--- config.mk ---
export PLATFORM = sky130hd
export DESIGN_NAME = thre_irq_gen
export DESIGN_NICKNAME = d
export VERILOG_FILES = /design/src/rtl/thre_pkg.sv /design/src/rtl/thre_datapath.sv /design/src/rtl/thre_ctrl.sv /design/src/rtl/thre_irq_gen.sv
export SDC_FILE = /design/constraint.sdc
export NUM_CORES = 1
export LEC_CHECK = 0
export BUFFER_PORTS_ARGS = -buffer_cell sky130_fd_sc_hd__buf_2
export CAP_MARGIN = 20
export CORE_MARGIN = 3
export CORE_UTILIZATION = 45
export CTS_CLUSTER_SIZE = 40
export DETAILED_ROUTE_END_ITERATION = 8
export PLACE_DENSITY = 0.69
export SYNTH_ARGS = -nofsm -noshare
export SYNTH_HDL_FRONTEND = slang
export SYNTH_HIERARCHICAL = 1
export SYNTH_SLANG_ARGS = --single-unit
--- constraint.sdc ---
create_clock -name clk -period 2.05 [get_ports clk]
set_clock_uncertainty 0.05 [all_clocks]
set_input_delay 0 -clock clk [delete_from_list [all_inputs] [get_ports clk]]
set_output_delay 0 -clock clk [all_outputs]
set_load 0.1 [all_outputs]
--- src/rtl/thre_pkg.sv ---
package thre_pkg;
  // Strobes from the control module to the datapath
  typedef struct packed {
    logic loadDelay;    // start the character-time delay
    logic cancelDelay;  // drop any armed delay
    logic clearWide;    // forget the two-or-more occupancy record
  } threStrobe_t;

  localparam logic [3:0] ID_THRE = 4'h2;
  localparam logic [3:0] ID_NONE = 4'h1;
endpackage

--- src/rtl/thre_datapath.sv ---
module thre_datapath
  import thre_pkg::*;
#(
  parameter int FIFO_DEPTH = 16,
  parameter int TICK_W     = 8,
  localparam int CNT_W     = $clog2(FIFO_DEPTH + 1)
) (
  input  logic              clk,
  input  logic              rstN,
  input  threStrobe_t       strobe,
  input  logic              baudTick,
  input  logic [TICK_W-1:0] frameTicks,
  input  logic [TICK_W-1:0] stopTicks,
  input  logic [CNT_W-1:0]  txCount,
  output logic              delayDone,
  output logic              delayZero,
  output logic              wideSeen
);
  logic              armed;
  logic [TICK_W-1:0] cnt;
  logic [TICK_W-1:0] delayLen;

  assign delayZero = (frameTicks <= stopTicks);
  assign delayLen  = frameTicks - stopTicks;
  assign delayDone = armed && baudTick && (cnt == TICK_W'(1));

  always_ff @(posedge clk or negedge rstN) begin
    if (!rstN) begin
      armed <= 1'b0;
      cnt   <= '0;
    end else if (strobe.cancelDelay) begin
      armed <= 1'b0;
    end else if (strobe.loadDelay) begin
      armed <= 1'b1;
      cnt   <= delayLen;
    end else if (armed && baudTick) begin
      if (cnt == TICK_W'(1)) armed <= 1'b0;
      else                   cnt   <= cnt - TICK_W'(1);
    end
  end

  always_ff @(posedge clk or negedge rstN) begin
    if (!rstN)                        wideSeen <= 1'b0;
    else if (txCount >= CNT_W'(2))    wideSeen <= 1'b1;
    else if (strobe.clearWide)        wideSeen <= 1'b0;
  end


  wide_set_chk: assert property (@(posedge clk) disable iff (!rstN)
    (txCount >= CNT_W'(2)) |=> wideSeen);

  armed_nonzero_chk: assert property (@(posedge clk) disable iff (!rstN)
    armed |-> (cnt != '0));

  cancel_chk: assert property (@(posedge clk) disable iff (!rstN)
    strobe.cancelDelay |=> !armed);

  hold_chk: assert property (@(posedge clk) disable iff (!rstN)
    (armed && !baudTick && !strobe.cancelDelay && !strobe.loadDelay) |=> (armed && $stable(cnt)));
endmodule

--- src/rtl/thre_ctrl.sv ---
module thre_ctrl
  import thre_pkg::*;
(
  input  logic        clk,
  input  logic        rstN,
  input  logic        fifoEn,
  input  logic        txEmpty,
  input  logic        thrWrite,
  input  logic        iirRead,
  input  logic        delayDone,
  input  logic        delayZero,
  input  logic        wideSeen,
  output threStrobe_t strobe,
  output logic        pendQ
);
  logic emptyPrev;
  logic fifoEnPrev;
  logic riseEmpty;
  logic enFlip;
  logic immSet;
  logic setEvt;

  assign riseEmpty = txEmpty && !emptyPrev;
  assign enFlip    = fifoEn ^ fifoEnPrev;
  assign immSet    = (riseEmpty && (wideSeen || delayZero)) || (enFlip && txEmpty);
  assign setEvt    = !thrWrite && (immSet || delayDone);

  always_comb begin
    strobe.loadDelay   = riseEmpty && !wideSeen && !delayZero && !thrWrite && !immSet;
    strobe.cancelDelay = thrWrite || immSet;
    strobe.clearWide   = setEvt;
  end

  always_ff @(posedge clk or negedge rstN) begin
    if (!rstN) begin
      emptyPrev  <= 1'b1;
      fifoEnPrev <= 1'b0;
      pendQ      <= 1'b0;
    end else begin
      emptyPrev  <= txEmpty;
      fifoEnPrev <= fifoEn;
      if (thrWrite)     pendQ <= 1'b0;
      else if (setEvt)  pendQ <= 1'b1;
      else if (iirRead) pendQ <= 1'b0;
    end
  end


  write_clear_chk: assert property (@(posedge clk) disable iff (!rstN)
    thrWrite |=> !pendQ);

  read_clear_chk: assert property (@(posedge clk) disable iff (!rstN)
    (iirRead && !thrWrite && !setEvt) |=> !pendQ);

  imm_set_chk: assert property (@(posedge clk) disable iff (!rstN)
    (riseEmpty && wideSeen && !thrWrite) |=> pendQ);

  flip_set_chk: assert property (@(posedge clk) disable iff (!rstN)
    (enFlip && txEmpty && !thrWrite) |=> pendQ);
endmodule

--- src/rtl/thre_irq_gen.sv ---
module thre_irq_gen
  import thre_pkg::*;
#(
  parameter int FIFO_DEPTH = 16,
  parameter int TICK_W     = 8,
  localparam int CNT_W     = $clog2(FIFO_DEPTH + 1)
) (
  input  logic              clk,
  input  logic              rstN,
  input  logic              fifoEn,
  input  logic              txIntEn,
  input  logic              txEmpty,
  input  logic [CNT_W-1:0]  txCount,
  input  logic              thrWrite,
  input  logic              iirRead,
  input  logic              baudTick,
  input  logic [TICK_W-1:0] frameTicks,
  input  logic [TICK_W-1:0] stopTicks,
  output logic              threIrq,
  output logic [3:0]        irqId
);
  threStrobe_t strobe;
  logic delayDone, delayZero, wideSeen, pendQ;

  thre_ctrl uCtrl (
    .clk(clk), .rstN(rstN), .fifoEn(fifoEn), .txEmpty(txEmpty),
    .thrWrite(thrWrite), .iirRead(iirRead), .delayDone(delayDone),
    .delayZero(delayZero), .wideSeen(wideSeen), .strobe(strobe), .pendQ(pendQ)
  );

  thre_datapath #(.FIFO_DEPTH(FIFO_DEPTH), .TICK_W(TICK_W)) uData (
    .clk(clk), .rstN(rstN), .strobe(strobe), .baudTick(baudTick),
    .frameTicks(frameTicks), .stopTicks(stopTicks), .txCount(txCount),
    .delayDone(delayDone), .delayZero(delayZero), .wideSeen(wideSeen)
  );

  assign threIrq = pendQ && fifoEn && txIntEn;
  assign irqId   = threIrq ? ID_THRE : ID_NONE;
endmodule

==> run_results.csv, run 1 <==
group,metric,value,unit
synthesis,synthSimpleGateAreaFrac,23.3,%
sta,max_freq,0.425,GHz
grt,antenna_found_initial,0,
final_layout,antenna_cells,0,
route,num_vias,1489,
worst_setup_path,crit_chain,"buf_8 -> inv_12 -> ha_4 -> inv_2 -> fa_2 -> a21oi_2 -> nor2b_2 -> o21ai_2 -> a21oi_2 -> o31ai_2 -> or2_4 -> nor3_4 -> buf_6 -> nor4_4 -> buf_4 -> a21oi_4 -> buf_6 -> nand3_2 -> o311ai_4",
worst_setup_path,crit_path_max_incr_delay,0.34,ns
synthesis,netlist_area,0.00123,mm²
grt,grt_pass1_wl,6.76,mm
placement,placed_cells,226,
pwr,peakVddDrop,0.454,mV
synthesis,ys.flop_type,"dfrtp_1",
pwr,power_density,371,mW/mm²
grt,grt_use_total,25.5,%
pwr,leakage,0.940,nW
final_layout,area_growth,61.9,%
outcome,violations,"negative setup slack",
synthesis,yosysWarnings,6,
worst_setup_path,cp_max_fo,4,
floorplanning,die_w,58.3,µm
worst_setup_path,critPathLaunchType,"primary input",
placement,dpl-instance-area,0.00159,mm²
route,drc_errors,0,
synthesis,async_reset_ff_share,100,%
grt,grt_start_max_net_pins,14,
sta,setup_viol,8,
sta,hold_viol,0,
clocking,insertion_delay,0.29,ns
route,viasPerCell,5.82,
clocking,cts_tree,"done",
synthesis,netlist_top_cells_area,"dfrtp_1 (24%), ha_1 (10%), a21oi_1 (4.5%)",
sta,setup_ws,-0.302,ns
outcome,outcome,"finished with violations",
synthesis,synth-edff-count,0,
synthesis,ys_seq_elements,13,
sta,rsz0062_at_grt,"true",
floorplanning,ios,34,
floorplanning,core_area,0.00254,mm²
route,antenna_left,0,
job,cap_violations,0,
worst_setup_path,crit_start,"frameTicks[0]",
worst_setup_path,worst_path_max_delay_cell,"fa_2",
placement,dp_hpwl,2.60,mm
route,first_pass_iters,4,
clocking,clkSinkCount,13,
sta,finalMaxSlewViolations,0,
synthesis,synth_commonest_cells,"inv_1 (14), dfrtp_1 (12), a21oi_1 (11), o21ai_0 (11), ha_1 (10)",
min_path,hold_start,"baudTick",
synthesis,syn_avg_cell_area,8.30,µm²
final_layout,final_util,78.2,%
synthesis,syn_inst,148,
placement,portBuffers,30,
worst_setup_path,r2r-start,"uCtrl/emptyPrev",
worst_setup_path,required,2.16,ns
floorplanning,die_area,0.00339,mm²
floorplanning,start_util,48.3,%
clocking,cts-buffers-inserted,3,
clocking,cts.path.max_buffers,2,
floorplanning,die_h,58.3,µm
worst_setup_path,cp-end-kind,"flip-flop",
final_layout,fin_area,0.00199,mm²
synthesis,synth_xor_area_share,3.56,%
synthesis,post-synth-top-count-cell,"inv_1",
clocking,ctsRootBufferMaster,"clkbuf_4",
min_path,hp-class,"in2reg",
route,wl_per_cell,15.8,µm
route,totalWireLength,4.05,mm
synthesis,synth_area_leader_cell,"dfrtp_1",
sta,finalCritPeriodShare,115,%
grt,grt_overflow,0,
synthesis,synth_adder_area_share,11.8,%
synthesis,synthMuxAreaShare,0,%
worst_setup_path,cp.arrival,2.46,ns
final_layout,fin_cells,256,
sta,period_minus_slack,2.35,ns
route,drt_iter0_drc,78,
synthesis,yosysSeqAreaShare,26.6,%
synthesis,synth_top_family_by_area,"compound AO/OA/AOI/OAI gates",
final_layout,nNetsFinal,267,
synthesis,synth_compound_area_share,24.7,%
grt,grt_pass1_vias,1572,
synthesis,synth_top_area_share,24.4,%
clocking,h-tree-depth,1,
worst_setup_path,critPathKind,"in2reg",
clocking,path_clk_slew,0.08,ns
final_layout,drive_above_1_share,49.1,%
synthesis,ys_types,48,
placement,place.gp.congestion,0.954,
floorplanning,rows,18,
[per-layer routing]
| metal | part of all wire [%] | up-vias | track usage [%] |
|---|---|---|---|
| met5 | 0 | - | 0 |
| met4 | 5.0 | 0 | 13.2 |
| met3 | 4.9 | 24 | 3.12 |
| met2 | 51 | 73 | 48.5 |
| met1 | 39 | 701 | 27.1 |
| li1 | - | 691 | - |
[sequential cells by signal, summed over array words and instances, names as in the netlist]
name and flops:
uData/cnt 8, uCtrl/emptyPrev 1, uCtrl/fifoEnPrev 1, uCtrl/pendQ 1, uData/armed 1, uData/wideSeen 1
[area by class of cell]
cell class / count / area (µm²)
Sequential cell: 13 / 327
Clock buffer: 4 / 26.3
Multi-Input combinational cell: 114 / 946
Tap cell: 30 / 37.5
Inverter: 15 / 71.3
Fill cell: 173 / 556
Timing Repair Buffer: 80 / 582
[where the power goes]
group / switching [W] / leakage (nW) / internal [W] / total [W]
combinational: 0.000158 / 0.761 / 0.000147 / 0.000305
sequential: 0.00000580 / 0.164 / 0.000263 / 0.000268
clock: 0.0000890 / 0.0150 / 0.0000757 / 0.000165
total: 0.000252 / 0.940 / 0.000486 / 0.000738
[final timing paths]
path	end	slack, ns	cells after the start
worst max register to register	uData/cnt[3]	-0.03	9
worst max-delay path	uData/cnt[0]	-0.30	19
max in group asynchronous	uCtrl/emptyPrev	1.57	2
min in group asynchronous	uData/cnt[3]	0.09	2
worst min-delay path	uData/armed	0.02	4
worst min register to register	uData/armed	0.47	2
[cells in the final DEF (no fill, tap or decap), types with 2 or more instances in the layout]
cell type,count
a21o_1,3
a21oi_1,7
a21oi_2,4
a31oi_2,2
buf_2,28
buf_4,37
buf_6,7
clkbuf_4,3
conb_1,2
dfrtp_1,12
dlygate4sd3_1,7
ha_1,9
inv_1,12
nand2_1,7
nand2b_1,5
nand3_1,3
nand4_1,3
nor2_1,8
nor2_2,2
nor3_1,3
nor3_4,2
nor4_1,4
o211ai_1,4
o21ai_0,6
o21ai_1,2
o21ai_2,4
xor2_1,5
[stage by stage]
step	hold slack, ns	total power, W	worst slack, ns	setup TNS [ns]
2_1_floorplan	-0.346	0.000418	-0.374	-1.56
3_3_place_gp	-0.151	0.000508	-0.688	-5.01
3_5_place_dp	-0.144	0.000515	-0.753	-5.48
4_1_cts	0.00280	0.000728	-0.327	-2.24
5_1_grt	0.0584	0.000781	-0.408	-2.89
6_report	0.0170	0.000738	-0.302	-2.14
[worst max-delay path, delay by kind of cell]
kind	cells	cell delay [ns]
compound gates	6	0.73
fa+ha+maj	2	0.46
simple gates	5	0.65
buf+inv	6	0.62
[cell families (layout without fill, tap and decap cells)]
logic type                 after synthesis  in the layout
and+or+nand+nor                         50             50
xor gates and xnor gates                 5              5
adders and majority gates               11             11
other                                    1              2
buffers and inverters                   22             99
DFF                                     13             13
AOI/OAI and AO/OA                       46             46
[what timing repair did]
action / 4_1_cts / 5_1_grt
endpoints found under the hold margin: 17 / 0
hold buffers: 7 / 0
resized for setup: 18 / 17
buffers inserted: 24 / 4
setup endpoints to repair: 8 / 9
pin swaps: 16 / 13
Power figures use the tool's default switching activity.
==> run 2: changes to the inputs <==
--- a/config.mk
+++ b/config.mk
@@ -11,8 +11,7 @@
 export CORE_UTILIZATION = 45
 export CTS_CLUSTER_SIZE = 40
 export DETAILED_ROUTE_END_ITERATION = 8
-export PLACE_DENSITY = 0.69
+export PLACE_DENSITY = 0.7
 export SYNTH_ARGS = -nofsm -noshare
 export SYNTH_HDL_FRONTEND = slang
-export SYNTH_HIERARCHICAL = 1
 export SYNTH_SLANG_ARGS = --single-unit
==> run 2 against run 1 <==
The run now ends clean; wire length decreased by 38%; combinational power fell by 29%; critical path type is now reg2reg; via count decreased by 29%; worst hold slack worse by 0.00080 ns; largest power group is now registers.
==> run_results.csv, run 2 <==
group,metric,value,unit
outcome,outcome,"finished clean",
clocking,path_clk_slew,0.08,ns
synthesis,yosysSeqAreaShare,29.7,%
synthesis,netlist_area,0.00110,mm²
synthesis,post-synth-top-count-cell,"inv_1",
clocking,cts-buffers-inserted,3,
grt,grt_pass1_wl,4.42,mm
final_layout,regArea,327,µm²
synthesis,async_reset_ff_share,100,%
clocking,insertion_delay,0.28,ns
floorplanning,rows,17,
pwr,power_frac_comb,33.3,%
synthesis,synth_top_family_by_area,"simple AND/OR/NAND/NOR gates",
worst_setup_path,required,2.17,ns
pwr,pwr-share-clk,25.1,%
sta,period_minus_slack,2.02,ns
synthesis,syn_avg_cell_area,8.74,µm²
synthesis,syn_inst,126,
final_layout,nNetsFinal,214,
clocking,ctsRootBufferMaster,"clkbuf_4",
clocking,cts.path.max_buffers,2,
placement,dp_hpwl,1.97,mm
grt,grt_pass1_vias,1060,
synthesis,ys_seq_elements,13,
synthesis,synth_area_leader_cell,"dfrtp_1",
worst_setup_path,cp-end-kind,"flip-flop",
route,drc_errors,0,
final_layout,final_common_cell,"buf_2",
synthesis,ys_types,33,
sta,rsz0062_at_grt,"true",
final_layout,multi_input_area,706,µm²
pwr,swShare,33.0,%
final_layout,antenna_cells,0,
synthesis,synth_compound_area_share,13.9,%
route,drt_iter0_drc,9,
route,num_vias,1058,
floorplanning,ios,34,
synthesis,synthMuxAreaShare,4.55,%
final_layout,fill_cells,214,
synthesis,synthSimpleGateAreaFrac,21.7,%
clocking,cts_tree,"done",
route,wl_per_cell,12.5,µm
floorplanning,start_util,48.4,%
final_layout,fin_area,0.00145,mm²
sta,setup_viol,0,
final_layout,drive_above_1_share,28.9,%
sta,max_freq,0.495,GHz
pwr,p_sw,0.000216,W
pwr,pwr-share-seq,41.7,%
synthesis,ys.flop_type,"dfrtp_1",
worst_setup_path,cp_max_fo,7,
synthesis,synth_commonest_cells,"inv_1 (16), dfrtp_1 (12), a21oi_1 (11), ha_1 (10)",
pwr,p_int,0.000439,W
floorplanning,die_w,55.5,µm
pwr,power_density,453,mW/mm²
floorplanning,die_area,0.00308,mm²
sta,finalMaxSlewViolations,0,
floorplanning,core_area,0.00228,mm²
job,cap_violations,0,
clocking,clkSinkCount,13,
final_layout,largest_reg_flops,8,
placement,place.gp.congestion,0.848,
worst_setup_path,critPathLaunchType,"flip-flop",
final_layout,area_growth,31.5,%
worst_setup_path,cp.arrival,2.14,ns
synthesis,synth-edff-count,0,
placement,portBuffers,30,
sta,hold_viol,0,
final_layout,final_cell_mix,"buf_2 (30), inv_1 (15), dfrtp_1 (12), a21oi_1 (10), ha_1 (10)",
route,antenna_left,0,
pwr,leakage,0.716,nW
min_path,hp-class,"in2reg",
grt,grt_use_total,17.9,%
placement,dpl-instance-area,0.00132,mm²
grt,grt_start_max_net_pins,15,
sta,finalCritPeriodShare,98.6,%
floorplanning,die_h,55.5,µm
final_layout,regMostFlops,"uData.cnt",
synthesis,synth_top_area_share,27.3,%
synthesis,synth_adder_area_share,13.2,%
route,first_pass_iters,4,
synthesis,synth_xor_area_share,8.75,%
synthesis,netlist_top_cells_area,"dfrtp_1 (27%), ha_1 (11%), inv_1 (5.5%)",
worst_setup_path,critPathKind,"reg2reg",
clocking,h-tree-depth,1,
grt,antenna_found_initial,0,
route,totalWireLength,2.52,mm
pwr,power,0.000655,W
synthesis,yosysWarnings,0,
grt,grt_overflow,0,
route,viasPerCell,5.26,
pwr,peakVddDrop,0.276,mV
[run 2: cell families after synthesis]
family / count (synthesis)
buffers and inverters: 20
AO/OA/AOI/OAI: 26
AND/OR/NAND/NOR: 39
XOR/XNOR: 11
flip-flops: 13
multiplexers: 5
adder cells (fa/ha/maj): 11
other: 1
[run 2: area by class of cell]
class                           count  share of cell area (%)
Tap cell                           28                    2.42
Multi-Input combinational cell     94                    48.7
Clock buffer                        4                    1.82
Sequential cell                    13                    22.6
Inverter                           16                    4.41
Timing Repair Buffer               46                    20.1
[run 2: power by group through the flow]
stage	clock network [W]	logic [W]	registers (W)
after floorplan	0	0.000138	0.000277
after global placement	0	0.000195	0.000278
after detailed placement	0	0.000202	0.000278
after CTS	0.000170	0.000215	0.000273
after global routing	0.000183	0.000244	0.000275
final	0.000164	0.000218	0.000273
[run 2: path summary, 6_finish.rpt]
path	start	to	cells after the start	slack, ns
setup / recovery	uData.cnt[4]	uData.cnt[6]	6	0.03
hold / removal	stopTicks[1]	uData.cnt[1]	3	0.02
setup reg to reg	uData.cnt[4]	uData.cnt[6]	6	0.03
hold reg to reg	uData.wideSeen	uData.wideSeen	2	0.51
max in group asynchronous	rstN	uCtrl.emptyPrev	2	1.61
min in group asynchronous	rstN	uData.armed	2	0.07
[run 2: per-layer routing]
layer	vias up	global-route usage, %	part of all wire [%]
met5	-	0	0
met4	0	8.33	1.9
met3	5	2.10	3.7
met2	33	32.8	53
met1	491	20.3	42
li1	529	-	-
[run 2: through the flow]
stage	hold slack (ns)	util (%)	setup slack (ns)	TNS, ns	cells
after floorplan	-0.346	-	0.106	0	127
after global placement	-0.148	57.8	0.133	0	187
after detailed placement	-0.144	57.8	0.0461	0	187
after CTS	0.000853	62.5	0.0290	0	199
after global routing	0.0270	63.6	-0.0379	-0.0539	201
final	0.0162	63.6	0.0290	0	201
[run 2: critical path: stages (launching register included)]
cell	delay [ns]
dfrtp_1	0.39
or4_4	0.57
nor4b_4	0.38
nor3_4	0.11
nand4b_1	0.13
xor2_1	0.18
mux2i_1	0.10
[run 2: what timing repair did]
| action | 4_1_cts | 5_1_grt |
|---|---|---|
| hold endpoints to repair | 18 | 0 |
| gates resized for setup | 0 | 3 |
| setup endpoints to repair | 0 | 6 |
| hold buffers | 8 | 0 |
| setup buffers | 0 | 2 |
